==> src/rtl/fcq_pkg.sv <==
// Package: shared opcode and sequencer-state types for the flash command queue.
// Assumes opcodes are two bits wide and only two of the four codes are legal.
package fcq_pkg;

    typedef enum logic [1:0] {
        OP_NONE = 2'b00,
        OP_PGM  = 2'b01,
        OP_ERS  = 2'b10,
        OP_BAD  = 2'b11
    } op_e;

    typedef enum logic [1:0] {
        S_IDLE  = 2'b00,
        S_RAMP  = 2'b01,
        S_EXEC  = 2'b10,
        S_DRAIN = 2'b11
    } seq_e;

    // Legal opcodes are program and erase only.
    function automatic logic op_legal(input logic [1:0] op);
        return (op == OP_PGM) || (op == OP_ERS);
    endfunction

endpackage

==> src/rtl/fcq_fifo.sv <==
// Module: fcq_fifo
// Small in-order queue of pending commands (opcode, address, data).
// Assumes the caller never pushes while full; a push and pop may share a cycle.
module fcq_fifo #(
    parameter int DEPTH  = 2,
    parameter int ADDR_W = 16,
    parameter int DATA_W = 16
) (
    input  logic              clk,
    input  logic              rst_n,
    input  logic              push,
    input  logic [1:0]        push_op,
    input  logic [ADDR_W-1:0] push_addr,
    input  logic [DATA_W-1:0] push_data,
    input  logic              pop,
    output logic              empty,
    output logic              full,
    output logic [1:0]        head_op,
    output logic [ADDR_W-1:0] head_addr,
    output logic [DATA_W-1:0] head_data
);
    localparam int PTR_W = (DEPTH > 1) ? $clog2(DEPTH) : 1;
    localparam int CNT_W = $clog2(DEPTH + 1);

    logic [1:0]        op_q   [DEPTH];
    logic [ADDR_W-1:0] addr_q [DEPTH];
    logic [DATA_W-1:0] data_q [DEPTH];
    logic [PTR_W-1:0]  wr_ptr, rd_ptr;
    logic [CNT_W-1:0]  count;

    assign empty     = (count == '0);
    assign full      = (count == CNT_W'(DEPTH));
    assign head_op   = op_q[rd_ptr];
    assign head_addr = addr_q[rd_ptr];
    assign head_data = data_q[rd_ptr];

    // Storage slots: each entry loads only when the write pointer selects it.
    for (genvar g = 0; g < DEPTH; g++) begin : g_slot
        always_ff @(posedge clk) begin
            if (!rst_n) begin
                op_q[g]   <= 2'b00;
                addr_q[g] <= '0;
                data_q[g] <= '0;
            end else if (push && (wr_ptr == PTR_W'(g))) begin
                op_q[g]   <= push_op;
                addr_q[g] <= push_addr;
                data_q[g] <= push_data;
            end
        end
    end

    // Pointer and occupancy bookkeeping with explicit wrap at DEPTH-1.
    always_ff @(posedge clk) begin
        if (!rst_n) begin
            wr_ptr <= '0;
            rd_ptr <= '0;
            count  <= '0;
        end else begin
            if (push)
                wr_ptr <= (wr_ptr == PTR_W'(DEPTH - 1)) ? '0 : wr_ptr + 1'b1;
            if (pop)
                rd_ptr <= (rd_ptr == PTR_W'(DEPTH - 1)) ? '0 : rd_ptr + 1'b1;
            if (push && !pop)
                count <= count + 1'b1;
            else if (pop && !push)
                count <= count - 1'b1;
        end
    end

endmodule

==> src/rtl/fcq_hv_seq.sv <==
// Module: fcq_hv_seq
// Execution sequencer: ramps high voltage, strobes the array for a fixed busy
// count, and chains a queued same-row program without dropping the voltage.
// Assumes every cycle-count parameter is at least 1.
module fcq_hv_seq
    import fcq_pkg::*;
#(
    parameter int ADDR_W   = 16,
    parameter int DATA_W   = 16,
    parameter int ROW_LSB  = 6,
    parameter int RAMP_UP  = 4,
    parameter int RAMP_DN  = 3,
    parameter int PGM_CYC  = 8,
    parameter int ERS_CYC  = 12
) (
    input  logic              clk,
    input  logic              rst_n,
    input  logic              head_valid,
    input  logic [1:0]        head_op,
    input  logic [ADDR_W-1:0] head_addr,
    input  logic [DATA_W-1:0] head_data,
    output logic              pop,
    output logic              op_done,
    output logic              hv_en,
    output logic              arr_pgm,
    output logic              arr_ers,
    output logic [ADDR_W-1:0] arr_addr,
    output logic [DATA_W-1:0] arr_data
);
    localparam int MAX_A = (RAMP_UP > RAMP_DN) ? RAMP_UP : RAMP_DN;
    localparam int MAX_B = (PGM_CYC > ERS_CYC) ? PGM_CYC : ERS_CYC;
    localparam int MAX_C = (MAX_A > MAX_B) ? MAX_A : MAX_B;
    localparam int CNT_W = $clog2(MAX_C + 1);
    localparam int ROW_W = ADDR_W - ROW_LSB;

    seq_e              state;
    logic [CNT_W-1:0]  cnt;
    op_e               cur_op;
    logic [ADDR_W-1:0] cur_addr;
    logic [DATA_W-1:0] cur_data;
    logic              last;
    logic              same_row;
    logic              chain;

    // Chain decision: both program, same row, successor already queued.
    always_comb begin
        last     = (cnt == '0);
        same_row = (head_addr[ADDR_W-1 -: ROW_W] == cur_addr[ADDR_W-1 -: ROW_W]);
        chain    = head_valid && (cur_op == OP_PGM) && (op_e'(head_op) == OP_PGM) && same_row;
        pop      = ((state == S_IDLE) && head_valid) ||
                   ((state == S_EXEC) && last && chain);
    end

    // Main sequencer: idle -> ramp -> execute (possibly chained) -> drain.
    always_ff @(posedge clk) begin
        if (!rst_n) begin
            state    <= S_IDLE;
            cnt      <= '0;
            cur_op   <= OP_NONE;
            cur_addr <= '0;
            cur_data <= '0;
        end else begin
            case (state)
                S_IDLE: begin
                    if (head_valid) begin
                        cur_op   <= op_e'(head_op);
                        cur_addr <= head_addr;
                        cur_data <= head_data;
                        cnt      <= CNT_W'(RAMP_UP - 1);
                        state    <= S_RAMP;
                    end
                end
                S_RAMP: begin
                    if (last) begin
                        cnt   <= (cur_op == OP_ERS) ? CNT_W'(ERS_CYC - 1) : CNT_W'(PGM_CYC - 1);
                        state <= S_EXEC;
                    end else begin
                        cnt <= cnt - 1'b1;
                    end
                end
                S_EXEC: begin
                    if (last && chain) begin
                        cur_op   <= OP_PGM;
                        cur_addr <= head_addr;
                        cur_data <= head_data;
                        cnt      <= CNT_W'(PGM_CYC - 1);
                    end else if (last) begin
                        cnt   <= CNT_W'(RAMP_DN - 1);
                        state <= S_DRAIN;
                    end else begin
                        cnt <= cnt - 1'b1;
                    end
                end
                default: begin
                    if (last)
                        state <= S_IDLE;
                    else
                        cnt <= cnt - 1'b1;
                end
            endcase
        end
    end

    // Array-side outputs decoded from sequencer state.
    always_comb begin
        hv_en    = (state == S_RAMP) || (state == S_EXEC);
        arr_pgm  = (state == S_EXEC) && (cur_op == OP_PGM);
        arr_ers  = (state == S_EXEC) && (cur_op == OP_ERS);
        op_done  = (state == S_EXEC) && last;
        arr_addr = cur_addr;
        arr_data = cur_data;
    end

endmodule

==> src/rtl/fcq_status.sv <==
// Module: fcq_status
// Status flags and interrupt requests for the command queue.
// Assumes op_done and wr_reject are single-cycle pulses from the datapath.
module fcq_status (
    input  logic clk,
    input  logic rst_n,
    input  logic op_done,
    input  logic wr_reject,
    input  logic queue_empty,
    input  logic cc_clr,
    input  logic err_clr,
    input  logic cc_ie,
    input  logic be_ie,
    output logic cc_flag,
    output logic be_flag,
    output logic acc_err,
    output logic cc_irq,
    output logic be_irq
);
    // Completion flag: set by a finished operation, set wins over clear.
    always_ff @(posedge clk) begin
        if (!rst_n)
            cc_flag <= 1'b0;
        else if (op_done)
            cc_flag <= 1'b1;
        else if (cc_clr)
            cc_flag <= 1'b0;
    end

    // Sticky error flag: set by a refused write, set wins over clear.
    always_ff @(posedge clk) begin
        if (!rst_n)
            acc_err <= 1'b0;
        else if (wr_reject)
            acc_err <= 1'b1;
        else if (err_clr)
            acc_err <= 1'b0;
    end

    // Empty flag follows queue occupancy; interrupts gate flags with enables.
    always_comb begin
        be_flag = queue_empty;
        cc_irq  = cc_ie && cc_flag;
        be_irq  = be_ie && be_flag;
    end

endmodule

==> src/rtl/fcq_top.sv <==
// Module: fcq_top
// Flash command queue: two-deep pending queue, high-voltage sequencer and
// status/interrupt logic. Assumes a single write strobe per command.
module fcq_top
    import fcq_pkg::*;
#(
    parameter int DEPTH   = 2,
    parameter int ADDR_W  = 16,
    parameter int DATA_W  = 16,
    parameter int ROW_LSB = 6,
    parameter int RAMP_UP = 4,
    parameter int RAMP_DN = 3,
    parameter int PGM_CYC = 8,
    parameter int ERS_CYC = 12
) (
    input  logic              clk,
    input  logic              rst_n,
    input  logic              cmd_wr,
    input  logic [1:0]        cmd_op,
    input  logic [ADDR_W-1:0] cmd_addr,
    input  logic [DATA_W-1:0] cmd_data,
    input  logic              cc_clr,
    input  logic              err_clr,
    input  logic              cc_ie,
    input  logic              be_ie,
    output logic              hv_en,
    output logic              arr_pgm,
    output logic              arr_ers,
    output logic [ADDR_W-1:0] arr_addr,
    output logic [DATA_W-1:0] arr_data,
    output logic              cc_flag,
    output logic              be_flag,
    output logic              acc_err,
    output logic              cc_irq,
    output logic              be_irq
);
    logic              q_empty, q_full, q_pop, q_push;
    logic [1:0]        head_op;
    logic [ADDR_W-1:0] head_addr;
    logic [DATA_W-1:0] head_data;
    logic              wr_reject, op_done;

    // Write acceptance: legal opcode and room in the queue.
    always_comb begin
        q_push    = cmd_wr && !q_full && op_legal(cmd_op);
        wr_reject = cmd_wr && !q_push;
    end

    fcq_fifo #(
        .DEPTH  (DEPTH),
        .ADDR_W (ADDR_W),
        .DATA_W (DATA_W)
    ) i_fifo (
        .clk       (clk),
        .rst_n     (rst_n),
        .push      (q_push),
        .push_op   (cmd_op),
        .push_addr (cmd_addr),
        .push_data (cmd_data),
        .pop       (q_pop),
        .empty     (q_empty),
        .full      (q_full),
        .head_op   (head_op),
        .head_addr (head_addr),
        .head_data (head_data)
    );

    fcq_hv_seq #(
        .ADDR_W  (ADDR_W),
        .DATA_W  (DATA_W),
        .ROW_LSB (ROW_LSB),
        .RAMP_UP (RAMP_UP),
        .RAMP_DN (RAMP_DN),
        .PGM_CYC (PGM_CYC),
        .ERS_CYC (ERS_CYC)
    ) i_seq (
        .clk        (clk),
        .rst_n      (rst_n),
        .head_valid (!q_empty),
        .head_op    (head_op),
        .head_addr  (head_addr),
        .head_data  (head_data),
        .pop        (q_pop),
        .op_done    (op_done),
        .hv_en      (hv_en),
        .arr_pgm    (arr_pgm),
        .arr_ers    (arr_ers),
        .arr_addr   (arr_addr),
        .arr_data   (arr_data)
    );

    fcq_status i_status (
        .clk         (clk),
        .rst_n       (rst_n),
        .op_done     (op_done),
        .wr_reject   (wr_reject),
        .queue_empty (q_empty),
        .cc_clr      (cc_clr),
        .err_clr     (err_clr),
        .cc_ie       (cc_ie),
        .be_ie       (be_ie),
        .cc_flag     (cc_flag),
        .be_flag     (be_flag),
        .acc_err     (acc_err),
        .cc_irq      (cc_irq),
        .be_irq      (be_irq)
    );

endmodule

==> config.mk <==
export PLATFORM = sky130hd
export DESIGN_NAME = fcq_top
export DESIGN_NICKNAME = d
export VERILOG_FILES = /design/src/rtl/fcq_pkg.sv /design/src/rtl/fcq_fifo.sv /design/src/rtl/fcq_hv_seq.sv /design/src/rtl/fcq_status.sv /design/src/rtl/fcq_top.sv
export SDC_FILE = /design/constraint.sdc
export NUM_CORES = 1
export LEC_CHECK = 0
export CAP_MARGIN = 20
export CORE_MARGIN = 4
export CORE_UTILIZATION = 45
export CTS_CLUSTER_SIZE = 20
export DETAILED_ROUTE_END_ITERATION = 8
export PLACE_DENSITY = 0.79
export REMOVE_ABC_BUFFERS = 1
export SLEW_MARGIN = 20
export SYNTH_ARGS = -nofsm -noshare
export SYNTH_HDL_FRONTEND = slang
export SYNTH_SLANG_ARGS = --single-unit
==> constraint.sdc <==
create_clock -name clk -period 6.78 [get_ports clk]
set_input_delay 2.034 -clock clk [delete_from_list [all_inputs] [get_ports clk]]
set_output_delay 2.034 -clock clk [all_outputs]
set_load 0.01 [all_outputs]
== After elaboration in Yosys (flattened, before gate mapping) ==
Memories as Yosys holds them, arrays and structs flattened. A register that Yosys moved wholly into a read port is not among the register bits.
Cells that the tools add are included.

* Input port bits: 41
* Memories kept: 3
* Bits in writable memories: 68
* Output and inout bits: 40
* Register bits after elaboration: 46
* Logic and storage cells: 125

* Reductions and logical operators: 36
* Bitwise operators: 7
* Equal/unequal tests: 15
* Add/subtract/negate cells: 5
* Muxes and demuxes: 49

{| class="wikitable"
|+ Memory list
! memory !! words !! bits a word !! rd ports !! clocked after memory_dff !! wr ports !! line !! text
|-
| i_fifo.addr_q || 2 || 16 || 1 || 1 || 2 || fcq_fifo.sv:26 || <nowiki>logic [ADDR_W-1:0] addr_q [DEPTH];</nowiki>
|-
| i_fifo.data_q || 2 || 16 || 1 || 1 || 2 || fcq_fifo.sv:27 || <nowiki>logic [DATA_W-1:0] data_q [DEPTH];</nowiki>
|-
| i_fifo.op_q || 2 || 2 || 1 || 1 || 2 || fcq_fifo.sv:25 || <nowiki>logic [1:0] op_q [DEPTH];</nowiki>
|}

{| class="wikitable"
|+ Operators with widths
! kind !! number
|-
| 16-bit two-way mux || 8
|-
| 16-bit one-hot mux with 2 select lines || 2
|-
| 4-bit two-way mux || 6
|-
| 2-bit two-way mux || 11
|-
| 1-bit two-way mux || 19
|-
| 1-bit logical AND || 18
|-
| 4-bit one-hot mux with 3 select lines || 1
|-
| 10-bit equality test || 1
|-
| 2-bit nonzero test || 5
|-
| 2-bit by 1-bit equality test with 1-bit output, second input constant || 4
|-
| 2-bit equality test, second input constant || 4
|-
| 2-bit inequality test, second input constant || 3
|-
| 1-bit OR || 6
|-
| 2-bit one-hot mux with 3 select lines || 1
|-
| 5-bit AND reduction || 1
|-
| 1-bit zero test || 4
|-
| 2-bit zero test || 2
|-
| 4-bit zero test || 1
|-
| 2-bit by 1-bit inequality test with 1-bit output, second input constant || 2
|-
| 4-bit inequality test, second input constant || 1
|-
| 2-bit one-hot mux with 2 select lines || 1
|-
| 4-bit by 1-bit subtractor with 4-bit output, second input constant || 1
|-
| 1-bit logical OR || 3
|-
| 3-bit AND reduction || 1
|-
| 5 further kinds || 6
|}

== Depth between registers and ports, before layout ==
* Depth in word-level cells: 10
* Depth in mapped cells: 11
* Mapped depth without buffers: 11

== Cells and area by module ==
A second synthesis with hierarchy kept.

* Cells, all modules: 570
* Area total of the unflattened synthesis: 5,714.2 sq um

{| class="wikitable"
|+ Modules (own cells, without submodules)
! module !! sequential area each (sq um) !! instances !! cells an instance !! area an instance (sq um)
|-
| fcq_fifo || 2,142.1 || 1 || 243 || 3,110.5
|-
| fcq_hv_seq || 800.8 || 1 || 314 || 2,474.9
|-
| fcq_status || 40.0 || 1 || 9 || 96.3
|-
| fcq_top || 0.0 || 1 || 4 || 32.5
|}

== Least setup slack after synthesis ==
Ideal clock, no wire load.

* Path type: input to register
* Start point: input cmd_op[0]
* End point: memory i_fifo.addr_q[0][0] (enable)
* Path slack: 1.547 ns
* Arrival: 4.760 ns
* Stages on the path: 3
* Setup time: 0.472 ns
* Path buffers: 0
* Data required time: 6.308 ns
* Cell sequence: xor2_1 nand3_1 o21ai_0

{| class="wikitable"
|+ RTL lines
! element !! line !! text
|-
| start, declared || fcq_top.sv:19 || <nowiki>input logic [1:0] cmd_op,</nowiki>
|-
| end, declared || fcq_fifo.sv:26 ||
|}

== Worst setup path in the final report ==
* Start point: input be_ie
* End point: output be_irq

* Word-level cells in the longest chain between the ends: 1

{| class="wikitable"
|+ RTL lines
! element !! line !! text
|-
| start, declared || fcq_top.sv:25 || <nowiki>input logic be_ie,</nowiki>
|-
| 1-bit logical AND || fcq_status.sv:44 || <nowiki>be_irq = be_ie && be_flag;</nowiki>
|-
| end, declared || fcq_top.sv:35 || <nowiki>output logic be_irq</nowiki>
|}

No other way between the ends.

==> key figures <==
Status
  – Outcome: finished clean

Final layout
  – NumNets Final: 552
  – Antenna fix cells: 0
  – P&R area growth vs syn: 29.3%
  – Fraction of layout cells with a size suffix above 1: 0.0909

Floorplanning
  – Die Width: 116 um
  – Die area: 13,400 um2
  – # rows: 39
  – DIE HEIGHT: 116 um
  – Core box area: 11,400 um2
  – IO Count: 81
  – Initial Util: 0.459

Clock tree
  – CTS sink count: 115
  – Post-CTS Hold Fix Bufs: 0
  – Skew-Pair Late Insertion Delay: 0.41 ns
  – Post-CTS Setup Repair Bufs: 0
  – PostCTS Resize Cnt: 0
  – CTS tree: yes
  – H-tree level count: 4
  – Worst-path clk slew: 0.05 ns
  – Clock tree root buffer cell: clkbuf_16
  – TritonCTS Buffers: 17
  – Clock Tree Buf Depth: 2

Timing
  – Fmax achieved: 194 MHz
  – PnR worst setup slack: 1.62 ns
  – Final Hold Viols: 0
  – Minimum clock period: 5.16 ns
  – Slew Viols, Final: 0
  – Max-slew headroom: 0.267
  – Endpoints failing setup: 0
  – Worst Skew: 0.00922 ns
  – Final worst path period share: 0.761
  – Setup TNS: 0 ns
  – Unrepaired setup endpoints after global routing: false
  – Slew @ Worst Pin: 1.10 ns

Placed design
  – Pre-CTS setup slack: 1.61 ns
  – Post-DP HPWL: 6770 um
  – I/O Buffers: 80
  – GPL Wtd Cong: 0.765

Critical path
  – R2r endpoint: i_seq.arr_addr[15]
  – Crit path cell chain: clkdlybuf4s50_1 > and2_1 > clkdlybuf4s50_1
  – Crit path max fanout: 1
  – Required time worst endpoint: 4.75 ns
  – Setup CP Type: in -> out
  – Reg2reg path depth: 7
  – CP peak stage delay: 0.53 ns
  – CP arrival: 3.12 ns
  – CP startpoint kind: primary input
  – R2R setup slack: 3.40 ns
  – Buffers plus inverters on the worst setup path: 2
  – Critical path endpoint category: primary output
  – Most common cell on crit path: clkdlybuf4s50_1
  – Family with the most delay on the worst path: buffers and inverters
  – Crit-path slowest cell: clkdlybuf4s50_1

Synthesis
  – Sequential share of the synthesized area: 0.572
  – EDFF count, synth: 68
  – Post-synthesis async set-or-reset flop share: 0
  – Cell Area, Synth: 5210 um2
  – Leading area contributor after synthesis: edfxtp_1
  – Yosys warnings: 0
  – Main synth FF type: edfxtp_1
  – Synth top area share: 0.392
  – Syn avg cell area: 12.1 um2
  – Area contributors post-synth: edfxtp_1 39%, dfxtp_1 18%, and2_1 8.8%, mux2i_1 6.7%, o211a_1 6.5%
  – Synth Instances: 431
  – Seq cells post-synth: 115
  – Count of cell types in the netlist: 46

Job
  – Max_cap viols: 0

Power and ir drop
  – Pwr dens: 434 nW/um2
  – P_leak: 2.80 nW
  – Worst VDD drop: 237 uV
  – Tot Pwr: 2.93 mW

Hold path
  – Hold Startpoint: i_seq.cnt[1]
  – Worst hold path class: reg -> reg
  – Hold Path Depth: 2
  – Hold path endpoint: i_seq.cnt[1]

Routing
  – Drc violations: 0
  – Routed wire per std cell: 16.7 um
  – Iter 0 DRT Violations: 153
  – DRT Wirelength: 11,000 um
  – Routed Antenna Nets: 0
  – Via density: 5.36
  – 1st-pass router iterations: 4
  – Via count: 3,535

Global route
  – Global route total overflow: 0
  – First-pass GRT wire length: 17,900 um
  – Largest net degree at the start of global routing: 54
  – Gr usage total: 0.173
  – Vias in the first global route: 3,680
  – Initial antenna violation count: 0
[how the worst max path moves through the flow]
stage,startpoint,end,slack (ns),depth (start not counted)
after floorplan,cmd_op[0],i_fifo.addr_q[0][0],1.55,3
after global placement,be_ie,be_irq,1.61,3
after detailed placement,be_ie,be_irq,1.61,3
after CTS,be_ie,be_irq,1.61,3
after global routing,be_ie,be_irq,1.57,3
final,be_ie,be_irq,1.62,3
[routing by layer]
layer	track usage	share of wire	vias to the layer above
li1	-	-	1712
met1	0.202	0.42	1722
met2	0.306	0.52	89
met5	0	0	-
met4	0.0588	0.010	0
met3	0.0517	0.054	12
[cell families after synthesis]
family                   after synthesis  synth area share
XOR/XNOR                              15            0.0252
multiplexers                          37            0.0720
AO/OA/AOI/OAI                         96             0.133
buffers and inverters                 38            0.0379
adder cells (fa/ha/maj)                7            0.0168
AND/OR/NAND/NOR                      123             0.143
flip-flops                           115             0.572
[cell type report]
cell class              instances  area [um2]
inverters                       7        26.3
fillers                       908        4630
clock inverters                14         188
clock buffers                  18         429
repair buffers                 85         873
well taps                     143         179
flip-flops and latches        115        2980
multi-input cells             278        2060
[registers in the layout, indices dropped and copies added (netlist names), 2 cells and up, named ones only]
register and count:
i_fifo.addr_q 32, i_fifo.count 2, i_fifo.data_q 32, i_fifo.op_q 4, i_seq.arr_addr 16, i_seq.arr_data 16
i_seq.cnt 4, i_seq.cur_op 2, i_seq.state 2
[placed cells by master, fill, tap and decap left out, types with 3 or more instances in the layout]
cell             count
nor2b_1              4
clkbuf_16           17
o211a_1             34
clkinvlp_4           5
clkdlybuf4s50_1     79
mux2i_1             35
nor3b_1              3
o211ai_1             3
edfxtp_1            68
inv_1                5
nand2b_1             3
dfxtp_1             46
bufinv_16            4
o31ai_1              4
xnor2_1             13
and2_1              73
o21ai_0             37
nand2_1              9
a21boi_1             3
a21oi_1              5
ha_1                 7
buf_4                3
nor3_1               3
nor2_1              11
[worst register-to-register path, cell delays in order, from the launching register on]
cell	delay (ns)
dfxtp_2	1.05
mux2i_1	0.32
nand4b_1	0.20
nor4_2	0.38
and4_1	0.26
or2_1	0.59
buf_4	0.35
o211a_1	0.17
[stage by stage]
step                      utilization  hold WS [ns]  std cells  cell area [um2]
after floorplan                     -         0.444        400             5040
after global placement          0.534         0.454        626             6070
after detailed placement        0.534         0.472        626             6070
after CTS                       0.588         0.478        658             6680
after global routing            0.593         0.512        660             6740
final                           0.593         0.477        660             6740
[Yosys cell counts, types with 2 or more instances]
cell       n
a21boi_1   3
a21oi_1    5
a31oi_1    2
and2_1    73
and3_1     3
and4_1     2
buf_6      5
clkbuf_1  22
dfxtp_1   47
edfxtp_1  68
ha_1       7
inv_1      5
inv_2      2
mux2i_1   35
nand2_1    9
nand2b_1   3
nand4b_1   2
nor2_1    12
nor2b_1    4
nor3_1     3
nor3b_1    3
nor4b_1    2
o211a_1   34
o211ai_1   3
o21ai_0   39
o21ai_1    2
o31ai_1    4
xnor2_1   13
xor2_1     2
[where the power goes]
group / internal [mW] / switching (mW) / total, mW / leakage (nW)
registers: 0.898 / 0.131 / 1.03 / 1.10
logic: 0.492 / 0.485 / 0.977 / 1.41
clock network: 0.611 / 0.309 / 0.920 / 0.283
(Power assumes the default switching activity.)
